**src/rtl/evt_timer_pkg.sv**
```systemverilog
package evt_timer_pkg;
    localparam int DATA_W    = 8;
    localparam int TAP_COUNT = 4;
    localparam int TAP_STEP  = 2;
    localparam int PRE_W     = TAP_COUNT * TAP_STEP;
    localparam int SRC_W     = 3;
    localparam logic [SRC_W-1:0] EXT_CODE = SRC_W'(TAP_COUNT + 1);

    typedef struct packed {
        logic             spare_hi;
        logic [SRC_W-1:0] src;
        logic             start;
        logic             run;
        logic [1:0]       spare_lo;
    } mode_t;

    typedef struct packed {
        logic              tout;
        logic              irq;
        logic [DATA_W-1:0] count;
    } core_state_t;
endpackage

```
**src/rtl/evt_tmr_prescale.sv**
```systemverilog
module evt_tmr_prescale #(
    parameter int TAPS = 4,
    parameter int STEP = 2
) (
    input  logic            clk,
    input  logic            rst,
    input  logic            clr,
    output logic [TAPS-1:0] tap_tick
);
    localparam int W = TAPS * STEP;
    logic [W-1:0] pre;

    always_ff @(posedge clk) begin
        if (rst || clr) pre <= '0;
        else            pre <= pre + 1'b1;
    end

    for (genvar k = 0; k < TAPS; k++) begin : g_tap
        assign tap_tick[k] = &pre[(k+1)*STEP-1:0];
    end
endmodule

```
**src/rtl/evt_tmr_sync.sv**
```systemverilog
module evt_tmr_sync (
    input  logic clk,
    input  logic rst,
    input  logic async_in,
    output logic rise
);
    logic s1, s2, s3;

    always_ff @(posedge clk) begin
        if (rst) begin
            s1 <= 1'b0; s2 <= 1'b0; s3 <= 1'b0;
        end else begin
            s1 <= async_in; s2 <= s1; s3 <= s2;
        end
    end

    assign rise = s2 & ~s3;


    single_rise_chk: assert property (@(posedge clk) disable iff (rst)
        rise |=> !rise);
endmodule

```
**src/rtl/evt_tmr_core.sv**
```systemverilog
module evt_tmr_core
    import evt_timer_pkg::*;
(
    input  logic              clk,
    input  logic              rst,
    input  logic              clr,
    input  logic              tick,
    input  logic [DATA_W-1:0] modulo,
    output core_state_t       st
);
    core_state_t st_r;

    always_ff @(posedge clk) begin
        if (rst || clr) begin
            st_r <= '0;
        end else begin
            st_r.irq <= 1'b0;
            if (tick) begin
                if (st_r.count == modulo) begin
                    st_r.count <= '0;
                    st_r.tout  <= ~st_r.tout;
                    st_r.irq   <= 1'b1;
                end else begin
                    st_r.count <= st_r.count + 1'b1;
                end
            end
        end
    end

    assign st = st_r;


    start_clear_chk: assert property (@(posedge clk) disable iff (rst)
        $past(clr) |-> (st_r.count == '0 && !st_r.tout && !st_r.irq));

    wrap_zero_chk: assert property (@(posedge clk) disable iff (rst)
        st_r.irq |-> st_r.count == '0);

    toggle_on_match_chk: assert property (@(posedge clk) disable iff (rst)
        (st_r.irq && !$past(clr)) |-> st_r.tout != $past(st_r.tout));

    hold_chk: assert property (@(posedge clk) disable iff (rst)
        (!$past(tick) && !$past(clr) && !$past(rst)) |-> $stable(st_r.count));
endmodule

```
**src/rtl/evt_timer.sv**
```systemverilog
module evt_timer
    import evt_timer_pkg::*;
(
    input  logic              clk,
    input  logic              rst,
    input  logic              mode_we,
    input  logic [7:0]        mode_wdata,
    input  logic              start_set,
    input  logic              oe_we,
    input  logic              oe_wdata,
    input  logic              modulo_we,
    input  logic [DATA_W-1:0] modulo_wdata,
    input  logic              ext_evt,
    output logic [7:0]        mode_q,
    output logic [DATA_W-1:0] count_q,
    output logic              irq,
    output logic              tout_pin,
    output logic              shift_clk
);
    mode_t             mode_r;
    logic              oe_r;
    logic [DATA_W-1:0] modulo_r;
    logic              start_cmd;
    logic [TAP_COUNT-1:0] tap_tick;
    logic              ext_rise;
    logic              src_tick;
    core_state_t       st;

    assign start_cmd = (mode_we && mode_wdata[3]) || start_set;

    always_ff @(posedge clk) begin
        if (rst) begin
            mode_r   <= '0;
            oe_r     <= 1'b0;
            modulo_r <= '0;
        end else begin
            if (mode_we)        mode_r       <= mode_t'(mode_wdata);
            else if (start_set) mode_r.start <= 1'b1;
            else                mode_r.start <= 1'b0;
            if (oe_we)     oe_r     <= oe_wdata;
            if (modulo_we) modulo_r <= modulo_wdata;
        end
    end

    evt_tmr_prescale #(.TAPS(TAP_COUNT), .STEP(TAP_STEP)) u_pre (
        .clk(clk), .rst(rst), .clr(start_cmd), .tap_tick(tap_tick)
    );

    evt_tmr_sync u_sync (
        .clk(clk), .rst(rst), .async_in(ext_evt), .rise(ext_rise)
    );

    always_comb begin
        src_tick = 1'b0;
        for (int k = 0; k < TAP_COUNT; k++) begin
            if (mode_r.src == SRC_W'(k + 1)) src_tick = tap_tick[k];
        end
        if (mode_r.src == EXT_CODE) src_tick = ext_rise;
    end

    evt_tmr_core u_core (
        .clk(clk), .rst(rst), .clr(start_cmd),
        .tick(src_tick && mode_r.run), .modulo(modulo_r), .st(st)
    );

    assign mode_q    = mode_r;
    assign count_q   = st.count;
    assign irq       = st.irq;
    assign shift_clk = st.tout;
    assign tout_pin  = st.tout & oe_r;


    start_self_clear_chk: assert property (@(posedge clk) disable iff (rst)
        mode_r.start |-> $past(start_cmd));

    start_keeps_mode_chk: assert property (@(posedge clk) disable iff (rst)
        ($past(start_set) && !$past(mode_we)) |-> mode_r.src == $past(mode_r.src)
            && mode_r.run == $past(mode_r.run));

    pin_gate_chk: assert property (@(posedge clk) disable iff (rst)
        tout_pin |-> (shift_clk && oe_r));
endmodule

```
**config.mk**
```make
export PLATFORM = sky130hd
export DESIGN_NAME = evt_timer
export DESIGN_NICKNAME = d
export VERILOG_FILES = /design/src/rtl/evt_timer_pkg.sv /design/src/rtl/evt_tmr_prescale.sv /design/src/rtl/evt_tmr_sync.sv /design/src/rtl/evt_tmr_core.sv /design/src/rtl/evt_timer.sv
export SDC_FILE = /design/constraint.sdc
export NUM_CORES = 1
export LEC_CHECK = 0
export BUFFER_PORTS_ARGS = -buffer_cell sky130_fd_sc_hd__buf_2
export CORE_ASPECT_RATIO = 0.8
export CORE_MARGIN = 2
export CORE_UTILIZATION = 47
export CTS_CLUSTER_SIZE = 14
export DETAILED_ROUTE_END_ITERATION = 10
export PLACE_DENSITY = 0.75
export SLEW_MARGIN = 20
export SYNTH_ARGS = -nofsm -noshare
export SYNTH_HDL_FRONTEND = slang
export SYNTH_SLANG_ARGS = --single-unit
```
**constraint.sdc**
```tcl
create_clock -name clk -period 2 [get_ports clk]
set_clock_uncertainty 0.2 [all_clocks]
set_input_delay 0.2 -clock clk [delete_from_list [all_inputs] [get_ports clk]]
set_output_delay 0.2 -clock clk [all_outputs]
set_load 0.02 [all_outputs]
```
==> flow_summary_export.csv, run 1 <==
group,metric,value,unit
clock_network,clk-insertion-delay-late,0.30,ns
sta,tightestPinTransition,0.367,ns
sta,slew-limit-headroom,75.5,%
yosys,synth-edff-count,0,
critical_path,cp-end-kind,"register",
clock_network,clockBufferDepth,2,
final_layout,n_antenna_cell,0,
final_layout,fin_nets,299,
sta,finalCritPeriodShare,99.0,%
drt,drtPass1Iterations,4,
floorplanning,dieArea,4090,um^2
yosys,synth_warnings,0,
outcome,outcome,"completed",
job,maxCapViolCount,0,
sta,fin_crit,1.98,ns
min_path,worst_hold_path_type,"in -> reg",
yosys,ys.flop_type,"dfxtp_1",
critical_path,critPathMaxStageDelay,0.53,ns
critical_path,critPathMaxFanout,7,
clock_network,clk_pin_slew_worst_paths,0.08,ns
drt,drt_iter0_drc,177,
yosys,ys_seq_area_share,45.1,%
critical_path,cp.arrival,2.00,ns
critical_path,rrSetupSlack,0.02,ns
critical_path,cpMaxStageDelayCell,"or4_1",
global_route,grt_antenna_before_repair,0,
clock_network,root_buffer,"clkbuf_8",
final_layout,fin_cells,316,
placement,place_inst,282,
floorplanning,die_w,71,um
yosys,postSynthAreaPerCell,9.54,um^2
drt,detail-route-antenna-nets,0,
final_layout,area_delta_synth_final,52.8,%
global_route,grt_max_degree,19,
clock_network,htreeDepth,2,
sta,rsz0062_at_grt,"true",
global_route,gr-total-overflow,0,
yosys,ys_types,41,
drt,drc,0,
placement,portBuffers,42,
final_layout,drive_gt1_share,37.6,%
floorplanning,core,3450,um^2
floorplanning,die_h,57.6,um
sta,finalHoldWorstSlack,0.128,ns
floorplanning,initial_utilization,49.0,%
clock_network,cts_buffers,5,
yosys,syn_nets,203,
pwr,p_leak,0.00113,uW
yosys,synth_seq_cells,38,
pwr,power_density,658,nW/um^2
sta,fmax,505,MHz
pwr,vdd_drop_max,0.601,mV
clock_network,tritoncts,"yes",
clock_network,cts_num_sinks,38,
global_route,first_global_vias,1535,
drt,avgRoutedWirePerCell,14.4,um
critical_path,crit_chain,"xor2_1 -> nor4_2 -> buf_4 -> nand2_2 -> or4_1 -> a21oi_1",
floorplanning,num_io_pins,43,
placement,place_congestion,0.889,
placement,hpwl,2980,um
global_route,grt_use_total,23.4,%
sta,drv_slew,0,
critical_path,crit_type,"reg -> reg",
drt,totalWireLength,4560,um
sta,setup_viol,0,
yosys,synth-async-reset-ratio,0,%
drt,dr_total_vias,1684,
global_route,grt_pass1_wl,7270,um
critical_path,start_kind,"register",
sta,finalHoldViolCount,0,
yosys,synth_cells,177,
floorplanning,num_rows,19,
sta,fin_tns_setup,0,ns
critical_path,required,2.02,ns
yosys,netlist_area,1690,um^2
final_layout,fin_util,74.8,%
drt,vias_per_cell,5.33,
cell usage after synthesis (2+ instances only):
master / n / area share (%)
dfxtp_1: 38 / 45
nor2_1: 26 / 5.8
mux2i_1: 17 / 10
a21oi_1: 11 / 3.3
xor2_1: 11 / 5.7
nand2_1: 8 / 1.8
nand3_1: 5 / 1.5
nand4_1: 5 / 1.9
o31ai_1: 5 / 2.2
clkbuf_1: 4 / 0.89
and2_1: 3 / 1.1
nor2b_1: 3 / 1.1
nor3_1: 3 / 0.89
o21ai_0: 3 / 0.89
ha_1: 2 / 1.5
inv_1: 2 / 0.44
nand4b_1: 2 / 1.0
nor4_1: 2 / 0.74
nor4_2: 2 / 1.5
or3_1: 2 / 0.74
or4_1: 2 / 0.89
xnor2_1: 2 / 1.0
per-layer routing:
| layer | GRT usage (%) | share of wire [%] | vias to the layer above | wire (um) |
|---|---|---|---|---|
| met4 | 5.66 | 1.1 | 0 | 51 |
| met1 | 32.5 | 47 | 772 | 2150 |
| met2 | 35.4 | 43 | 72 | 1980 |
| met3 | 7.95 | 8.3 | 5 | 376 |
| met5 | 0 | 0 | - | 0 |
| li1 | - | - | 835 | - |
logic make-up after synthesis:
group / share of synthesized area, %
simple gates: 21.0
flops: 45.1
compound gates: 13.1
mux: 10.1
xor+xnor: 6.75
buf+inv: 2.52
fa+ha+maj: 1.48
final timing paths:
check | startpoint | to | cells after the start
max | u_core.st[2]$_SDFFE_PP0P_ | u_core.st[9]$_SDFFE_PP0P_ | 6
min | modulo_we | modulo_r[4]$_SDFFE_PP0P_ | 3
max reg2reg | u_core.st[2]$_SDFFE_PP0P_ | u_core.st[9]$_SDFFE_PP0P_ | 6
min reg2reg | u_sync.s1$_SDFF_PP0_ | u_sync.s2$_SDFF_PP0_ | 1
registers in the layout (all words and copies together), names as in the netlist:
register,cells
u_core.st,10
mode_q,8
modulo_r,8
u_pre.pre,8
oe_r,1
u_sync.s1,1
u_sync.s2,1
u_sync.s3,1
layout make-up:
| class | count | area (um^2) |
|---|---|---|
| multi-input combinational | 130 | 962 |
| inverter | 2 | 7.51 |
| tap | 42 | 52.6 |
| sequential | 38 | 767 |
| fill | 218 | 868 |
| timing repair buffer | 96 | 676 |
| clock buffer | 5 | 68.8 |
| clock inverter | 3 | 45.0 |
through the flow:
stage	worst slack, ns	cell area, um^2	power [uW]
after global routing	-0.0639	2580	1770
final	0.0196	2580	1700
after global placement	-0.0138	2150	1000
after CTS	-0.0186	2510	1700
after floorplan	0.000166	1720	918
after detailed placement	-0.0671	2150	1000
worst max-delay path: cells and delay by family (launching register included):
family                    cells  cell delay, ns
and+or+nand+nor               3            0.88
DFF                           1            0.35
xor gates and xnor gates      1            0.17
buffers and inverters         1            0.16
AOI/OAI and AO/OA             1            0.14
timing repair:
action / CTS / global route
hold buffers: 21 / 0
pin swaps: 1 / 12
endpoints found under the setup margin: 5 / 5
hold endpoints to repair: 19 / 0
gates resized for setup: 4 / 8
buffers inserted: 2 / 3
placed cells by master, fill, tap and decap left out, types with 2 or more instances in the layout:
| cell type | instances |
|---|---|
| buf_6 | 2 |
| a21oi_1 | 9 |
| nor3_1 | 3 |
| o21ai_0 | 3 |
| nand4_1 | 5 |
| buf_4 | 31 |
| dfxtp_2 | 5 |
| inv_1 | 2 |
| nand4b_1 | 2 |
| clkinvlp_4 | 2 |
| xor2_1 | 11 |
| or4_1 | 2 |
| nor2b_1 | 3 |
| and2_1 | 3 |
| nor4_1 | 2 |
| nor4_2 | 2 |
| dfxtp_1 | 33 |
| nor2_1 | 26 |
| nand2_1 | 7 |
| clkbuf_8 | 5 |
| buf_2 | 42 |
| nand3_1 | 4 |
| o31ai_1 | 5 |
| mux2i_1 | 17 |
| dlygate4sd3_1 | 21 |
| xnor2_1 | 2 |
where the power goes:
| part | switching, uW | total (uW) | leakage, uW | internal [uW] |
|---|---|---|---|---|
| clock | 284 | 655 | 0.0000504 | 371 |
| sequential | 19.9 | 802 | 0.000312 | 782 |
| combinational | 111 | 240 | 0.000770 | 130 |
(Power assumes the default switching activity.)
==> run 2, diff against run 1 <==
--- a/config.mk
+++ b/config.mk
@@ -8,11 +8,12 @@
 export BUFFER_PORTS_ARGS = -buffer_cell sky130_fd_sc_hd__buf_2
 export CORE_ASPECT_RATIO = 0.8
 export CORE_MARGIN = 2
-export CORE_UTILIZATION = 47
+export CORE_UTILIZATION = 46
 export CTS_CLUSTER_SIZE = 14
 export DETAILED_ROUTE_END_ITERATION = 10
-export PLACE_DENSITY = 0.75
+export PLACE_DENSITY = 0.74
 export SLEW_MARGIN = 20
 export SYNTH_ARGS = -nofsm -noshare
 export SYNTH_HDL_FRONTEND = slang
+export SYNTH_HIERARCHICAL = 1
 export SYNTH_SLANG_ARGS = --single-unit
==> run 2 against run 1 <==
  * Critical path type unchanged
  * Worst setup slack worse by 0.26 ns
  * Core utilization down 5.2 points
  * Die area decreased by 3.2%
  * Final cell count is 7.9% lower
  * Register-to-register slack worse by 0.26 ns
  * Combinational power is 23% lower
  * The flow now finishes with violations (setup timing)
  * Cell area decreased by 8.9%
  * Non-clock buffer count fell by 14
  * Global-route usage decreased by 2.7 points
  * Largest power group unchanged
  * Wire length decreased by 16%
  * Largest cell class unchanged
  * Critical endpoint is now u_core/st[7]$_SDFFE_PP0P_
==> flow_summary_export.csv, run 2 <==
group,metric,value,unit
floorplanning,num_rows,19,
floorplanning,core,3380,um^2
sta,finalWorstSetupSlack,-0.242,ns
yosys,synth.top_cell.area_share,47.7,%
min_path,worst_hold_path_type,"in -> reg",
sta,drv_slew,0,
placement,place_congestion,0.799,
placement,place_inst,261,
clock_network,cts_buffers,5,
placement,postPlaceCellArea,2010,um^2
drt,drt_iter0_drc,25,
final_layout,final_common_cell,"buf_2",
floorplanning,die_h,56.7,um
placement,portBuffers,42,
drt,drtPass1Iterations,4,
critical_path,crit_type,"reg -> reg",
drt,avgRoutedWirePerCell,13.2,um
pwr,p_leak,0.00103,uW
yosys,ys_seq_area_share,47.7,%
clock_network,htreeDepth,2,
floorplanning,initial_utilization,47.3,%
critical_path,cp.arrival,2.23,ns
drt,detail-route-antenna-nets,0,
critical_path,cp-end-kind,"register",
clock_network,root_buffer,"clkbuf_8",
critical_path,start_kind,"register",
final_layout,fin_area,2350,um^2
final_layout,mostFrequentLayoutCells,"42 x buf_2, 36 x dfxtp_1, 32 x nor2_1, 22 x dlygate4sd3_1, 20 x mux2i_1",
sta,tightestPinTransition,0.355,ns
yosys,synth_most_common_cell,"dfxtp_1",
sta,slew-limit-headroom,76.1,%
global_route,first_global_vias,1417,
yosys,synth-edff-count,0,
sta,fin_crit,2.24,ns
yosys,synth-async-reset-ratio,0,%
final_layout,area_delta_synth_final,47.3,%
floorplanning,die_w,69.8,um
drt,totalWireLength,3830,um
global_route,gr-total-overflow,0,
final_layout,n_antenna_cell,0,
yosys,synthTopCellsByCount,"38 x dfxtp_1, 34 x nor2_1, 20 x mux2i_1",
sta,finalHoldViolCount,0,
global_route,grt_pass1_wl,6310,um
final_layout,largest_register_ff_count,10,
pwr,power.total,1470,uW
floorplanning,num_io_pins,43,
critical_path,required,1.98,ns
yosys,synth_warnings,6,
yosys,yosys.area.top_type,"dfxtp_1",
sta,finalCritPeriodShare,112,%
outcome,outcome,"finished, violations left",
outcome,violations,"setup timing",
placement,hpwl,2600,um
job,maxCapViolCount,0,
yosys,ys.flop_type,"dfxtp_1",
sta,setup_viol,9,
pwr,power_density,626,nW/um^2
sta,rsz0062_at_grt,"true",
yosys,netlist_area,1600,um^2
yosys,synth_seq_cells,38,
sta,fin_tns_setup,-1.46,ns
critical_path,critPathMaxFanout,4,
drt,dr_total_vias,1431,
clock_network,cts_num_sinks,38,
clock_network,clk_pin_slew_worst_paths,0.07,ns
global_route,grt_max_degree,17,
yosys,synth_cells,166,
clock_network,clockBufferDepth,2,
drt,vias_per_cell,4.92,
final_layout,fin_cells,291,
global_route,grt_antenna_before_repair,0,
sta,fmax,446,MHz
yosys,synth_area_leaders,"dfxtp_1 48%, mux2i_1 13%, nor2_1 8.0%",
pwr,vdd_drop_max,0.559,mV
yosys,syn_nets,192,
global_route,grt_use_total,20.7,%
final_layout,fin_nets,275,
clock_network,tritoncts,"yes",
clock_network,clk-insertion-delay-late,0.29,ns
yosys,ys_types,32,
yosys,postSynthAreaPerCell,9.61,um^2
drt,drc,0,
final_layout,drive_gt1_share,32.5,%
floorplanning,dieArea,3960,um^2
## run 2: changes by cell type after synthesis, moves of 4 or more
cell     previous run  this run
a21oi_1            11         3
buf_2               1         5
nor2_1             26        34
o31ai_1             5         1
xnor2_1             2        14
xor2_1             11         4
## run 2: path summary, 6_finish.rpt
path | to | slack (ns) | from | cells after the start
worst max-delay path | u_core/st[7]$_SDFFE_PP0P_ | -0.24 | u_pre/pre[1]$_SDFF_PP0_ | 11
worst min-delay path | modulo_r[3]$_SDFFE_PP0P_ | 0.02 | modulo_wdata[3] | 3
worst max register to register | u_core/st[7]$_SDFFE_PP0P_ | -0.24 | u_pre/pre[1]$_SDFF_PP0_ | 11
worst min register to register | u_sync/s2$_SDFF_PP0_ | 0.24 | u_sync/s1$_SDFF_PP0_ | 1
## run 2: area by class of cell
| class | instances | area (um^2) |
|---|---|---|
| fillers | 247 | 1030 |
| multi-input cells | 121 | 881 |
| flip-flops and latches | 38 | 763 |
| repair buffers | 82 | 573 |
| clock buffers | 7 | 76.3 |
| well taps | 42 | 52.6 |
| inverters | 1 | 3.75 |
## run 2: report_power, final
group / internal (uW) / total [uW] / switching [uW]
combinational: 99.1 / 184 / 85.0
clock: 240 / 487 / 247
sequential: 782 / 799 / 17.3
total: 1120 / 1470 / 349
## run 2: per-stage QoR
step | hold WS (ns) | setup WS, ns | util, %
after floorplan | 0.0716 | -0.211 | -
after global placement | 0.215 | -0.210 | 59.5
final | 0.0174 | -0.242 | 69.6
after CTS | 0.0153 | -0.218 | 69.2
after global routing | 0.0475 | -0.397 | 69.6
after detailed placement | 0.218 | -0.309 | 59.5
## run 2: what timing repair did
action,CTS,global route
endpoints found under the hold margin,17,0
buffers inserted,1,0
pin swaps,6,4
resized for setup,5,3
setup endpoints to repair,9,10
hold buffers,22,0
## run 2: routing by layer
metal	part of all wire (%)	GRT usage, %	vias up
met3	4.1	5.39	7
li1	-	-	727
met1	49	25.8	663
met5	0	0	-
met2	45	33.1	34
met4	1.7	11.0	0
## run 2: critical path, cell delays in order (launching register included)
cell	delay (ns)
dfxtp_2	0.35
ha_4	0.15
nand2_4	0.06
nor2_4	0.08
and3_1	0.15
nand2_1	0.05
mux2_4	0.28
o32ai_4	0.16
nand4_1	0.25
nor3_2	0.20
xnor2_1	0.15
nor2_1	0.06
## run 2: kinds of logic after synthesis
family                     Yosys count  synth area share (%)
AOI/OAI and AO/OA                   11                  4.63
xor gates and xnor gates            18                  9.88
adders and majority gates            2                  1.57
buffers and inverters                7                  2.04
DFF                                 38                  47.7
muxes                               21                  13.3
and+or+nand+nor                     69                  20.9
==> run 3, diff against run 2 <==
==> constraint.sdc (replaced) <==
create_clock -name clk -period 2 [get_ports clk]
set_clock_uncertainty 0.2 [all_clocks]
set_input_delay 0.1 -clock clk [delete_from_list [all_inputs] [get_ports clk]]
set_output_delay 0.1 -clock clk [all_outputs]
set_load 0.02 [all_outputs]
==> run 3 against run 2 <==
  * The run still ends with setup timing left
  * Maximum frequency is essentially flat
  * Die area is the same
  * Power grew 0.23%
  * Wire length grew 0.76%
  * Register-to-register slack is essentially flat
  * First-iteration DRC count grew 120%
  * Critical endpoint unchanged
  * Largest cell class unchanged
==> flow_summary_export.csv, run 3 (synthesized netlist as in run 2, its figures left out) <==
group,metric,value,unit
outcome,outcome,"finished, violations left",
outcome,violations,"setup timing",
critical_path,cpMaxStageDelayCell,"dfxtp_2",
clock_network,cts_buffers,5,
critical_path,crit_chain,"ha_4 -> nand2_4 -> nor2_4 -> and3_1 -> nand2_1 -> mux2_4 -> o32ai_4 -> nand4_1 -> nor3_2 -> xnor2_1 -> nor2_1",
sta,fmax,446,MHz
global_route,grt_use_total,20.8,%
clock_network,tritoncts,"yes",
sta,setup_viol,9,
final_layout,fin_cells,292,
clock_network,clk_pin_slew_worst_paths,0.07,ns
clock_network,cts_num_sinks,38,
final_layout,largest_register_ff_count,10,
drt,totalWireLength,3860,um
sta,rsz0062_at_grt,"true",
final_layout,area_delta_synth_final,47.9,%
global_route,grt_max_degree,17,
final_layout,mostFrequentLayoutCells,"42 x buf_2, 36 x dfxtp_1, 32 x nor2_1, 23 x dlygate4sd3_1, 20 x mux2i_1",
final_layout,fin_nets,276,
critical_path,cp-end-kind,"register",
critical_path,required,1.98,ns
final_layout,fin_area,2360,um^2
global_route,grt_antenna_before_repair,0,
sta,slew-limit-headroom,76.1,%
final_layout,drive_gt1_share,32.4,%
sta,tightestPinTransition,0.356,ns
sta,finalWorstSetupSlack,-0.242,ns
drt,detail-route-antenna-nets,0,
pwr,p_leak,0.00103,uW
floorplanning,dieArea,3960,um^2
placement,hpwl,2600,um
final_layout,final_common_cell,"buf_2",
sta,fin_crit,2.24,ns
pwr,power_density,624,nW/um^2
sta,finalHoldViolCount,0,
final_layout,n_antenna_cell,0,
clock_network,htreeDepth,2,
critical_path,critPathMaxFanout,4,
drt,vias_per_cell,4.94,
critical_path,critPathMaxStageDelay,0.35,ns
clock_network,clockBufferDepth,2,
floorplanning,num_io_pins,43,
critical_path,cp.arrival,2.23,ns
floorplanning,num_rows,19,
drt,drc,0,
placement,portBuffers,42,
job,maxCapViolCount,0,
floorplanning,core,3380,um^2
critical_path,rrSetupSlack,-0.24,ns
critical_path,worst-path-buf-inv,0,
critical_path,cp_top_family,"simple AND/OR/NAND/NOR gates",
final_layout,filler_cell_count,244,
drt,drtPass1Iterations,4,
drt,drt_iter0_drc,56,
placement,place_inst,261,
drt,dr_total_vias,1443,
placement,postPlaceCellArea,2010,um^2
floorplanning,die_h,56.7,um
sta,fin_tns_setup,-1.45,ns
sta,drv_slew,0,
sta,finalHoldWorstSlack,0.0485,ns
floorplanning,die_w,69.8,um
floorplanning,initial_utilization,47.3,%
pwr,vdd_drop_max,0.560,mV
placement,place_congestion,0.799,
drt,avgRoutedWirePerCell,13.2,um
sta,finalCritPeriodShare,112,%
global_route,grt_pass1_wl,6310,um
critical_path,crit_type,"reg -> reg",
clock_network,root_buffer,"clkbuf_8",
min_path,worst_hold_path_type,"in -> reg",
clock_network,clk-insertion-delay-late,0.29,ns
global_route,first_global_vias,1420,
critical_path,start_kind,"register",
global_route,gr-total-overflow,0,
==> run 3: changes by cell type in the layout (fill, tap and decap cells not counted) <==
cell           before  now
dlygate4sd3_1      22   23
==> run 3: tightest hold or removal path, stage by stage <==
cell     delay (ns)
buf_2          0.19
mux2i_1        0.14
nor2_1         0.07
==> run 3: area by class of cell <==
| cell class | count | area, um^2 | share of cell area [%] |
|---|---|---|---|
| timing repair buffer | 83 | 583 | 24.7 |
| sequential | 38 | 763 | 32.3 |
| inverter | 1 | 3.75 | 0.159 |
| tap | 42 | 52.6 | 2.23 |
| clock buffer | 7 | 76.3 | 3.23 |
| multi-input combinational | 121 | 881 | 37.3 |
==> run 3: power by group <==
| group | total, uW | switching (uW) | internal [uW] |
|---|---|---|---|
| sequential | 799 | 17.3 | 782 |
| combinational | 186 | 85.7 | 100 |
| clock | 488 | 249 | 240 |
| total | 1470 | 352 | 1120 |
==> run 3: per-layer routing <==
metal,vias to the layer above,share of wire (%),GRT usage [%]
met4,0,1.7,11.0
met1,668,49,25.9
li1,730,-,-
met2,38,45,33.1
met3,7,4.2,5.39
met5,-,0,0
==> run 3: stage by stage <==
step | total power [uW] | setup WS [ns] | util [%]
2_1_floorplan | 902 | -0.211 | -
3_3_place_gp | 954 | -0.210 | 59.5
3_5_place_dp | 960 | -0.309 | 59.5
4_1_cts | 1480 | -0.218 | 69.5
5_1_grt | 1530 | -0.397 | 69.9
6_report | 1470 | -0.242 | 69.9
==> run 3: final timing paths <==
path | start | end | depth (start not counted)
max | u_pre/pre[1]$_SDFF_PP0_ | u_core/st[7]$_SDFFE_PP0P_ | 11
min | modulo_we | modulo_r[1]$_SDFFE_PP0P_ | 3
max reg2reg | u_pre/pre[1]$_SDFF_PP0_ | u_core/st[7]$_SDFFE_PP0P_ | 11
min reg2reg | u_sync/s1$_SDFF_PP0_ | u_sync/s2$_SDFF_PP0_ | 1
==> run 3: timing repair <==
item,CTS,global route
endpoints found under the hold margin,18,0
gates resized for setup,5,3
hold buffers,23,0
setup endpoints to repair,9,10
buffers inserted,1,0
pin swaps,6,4
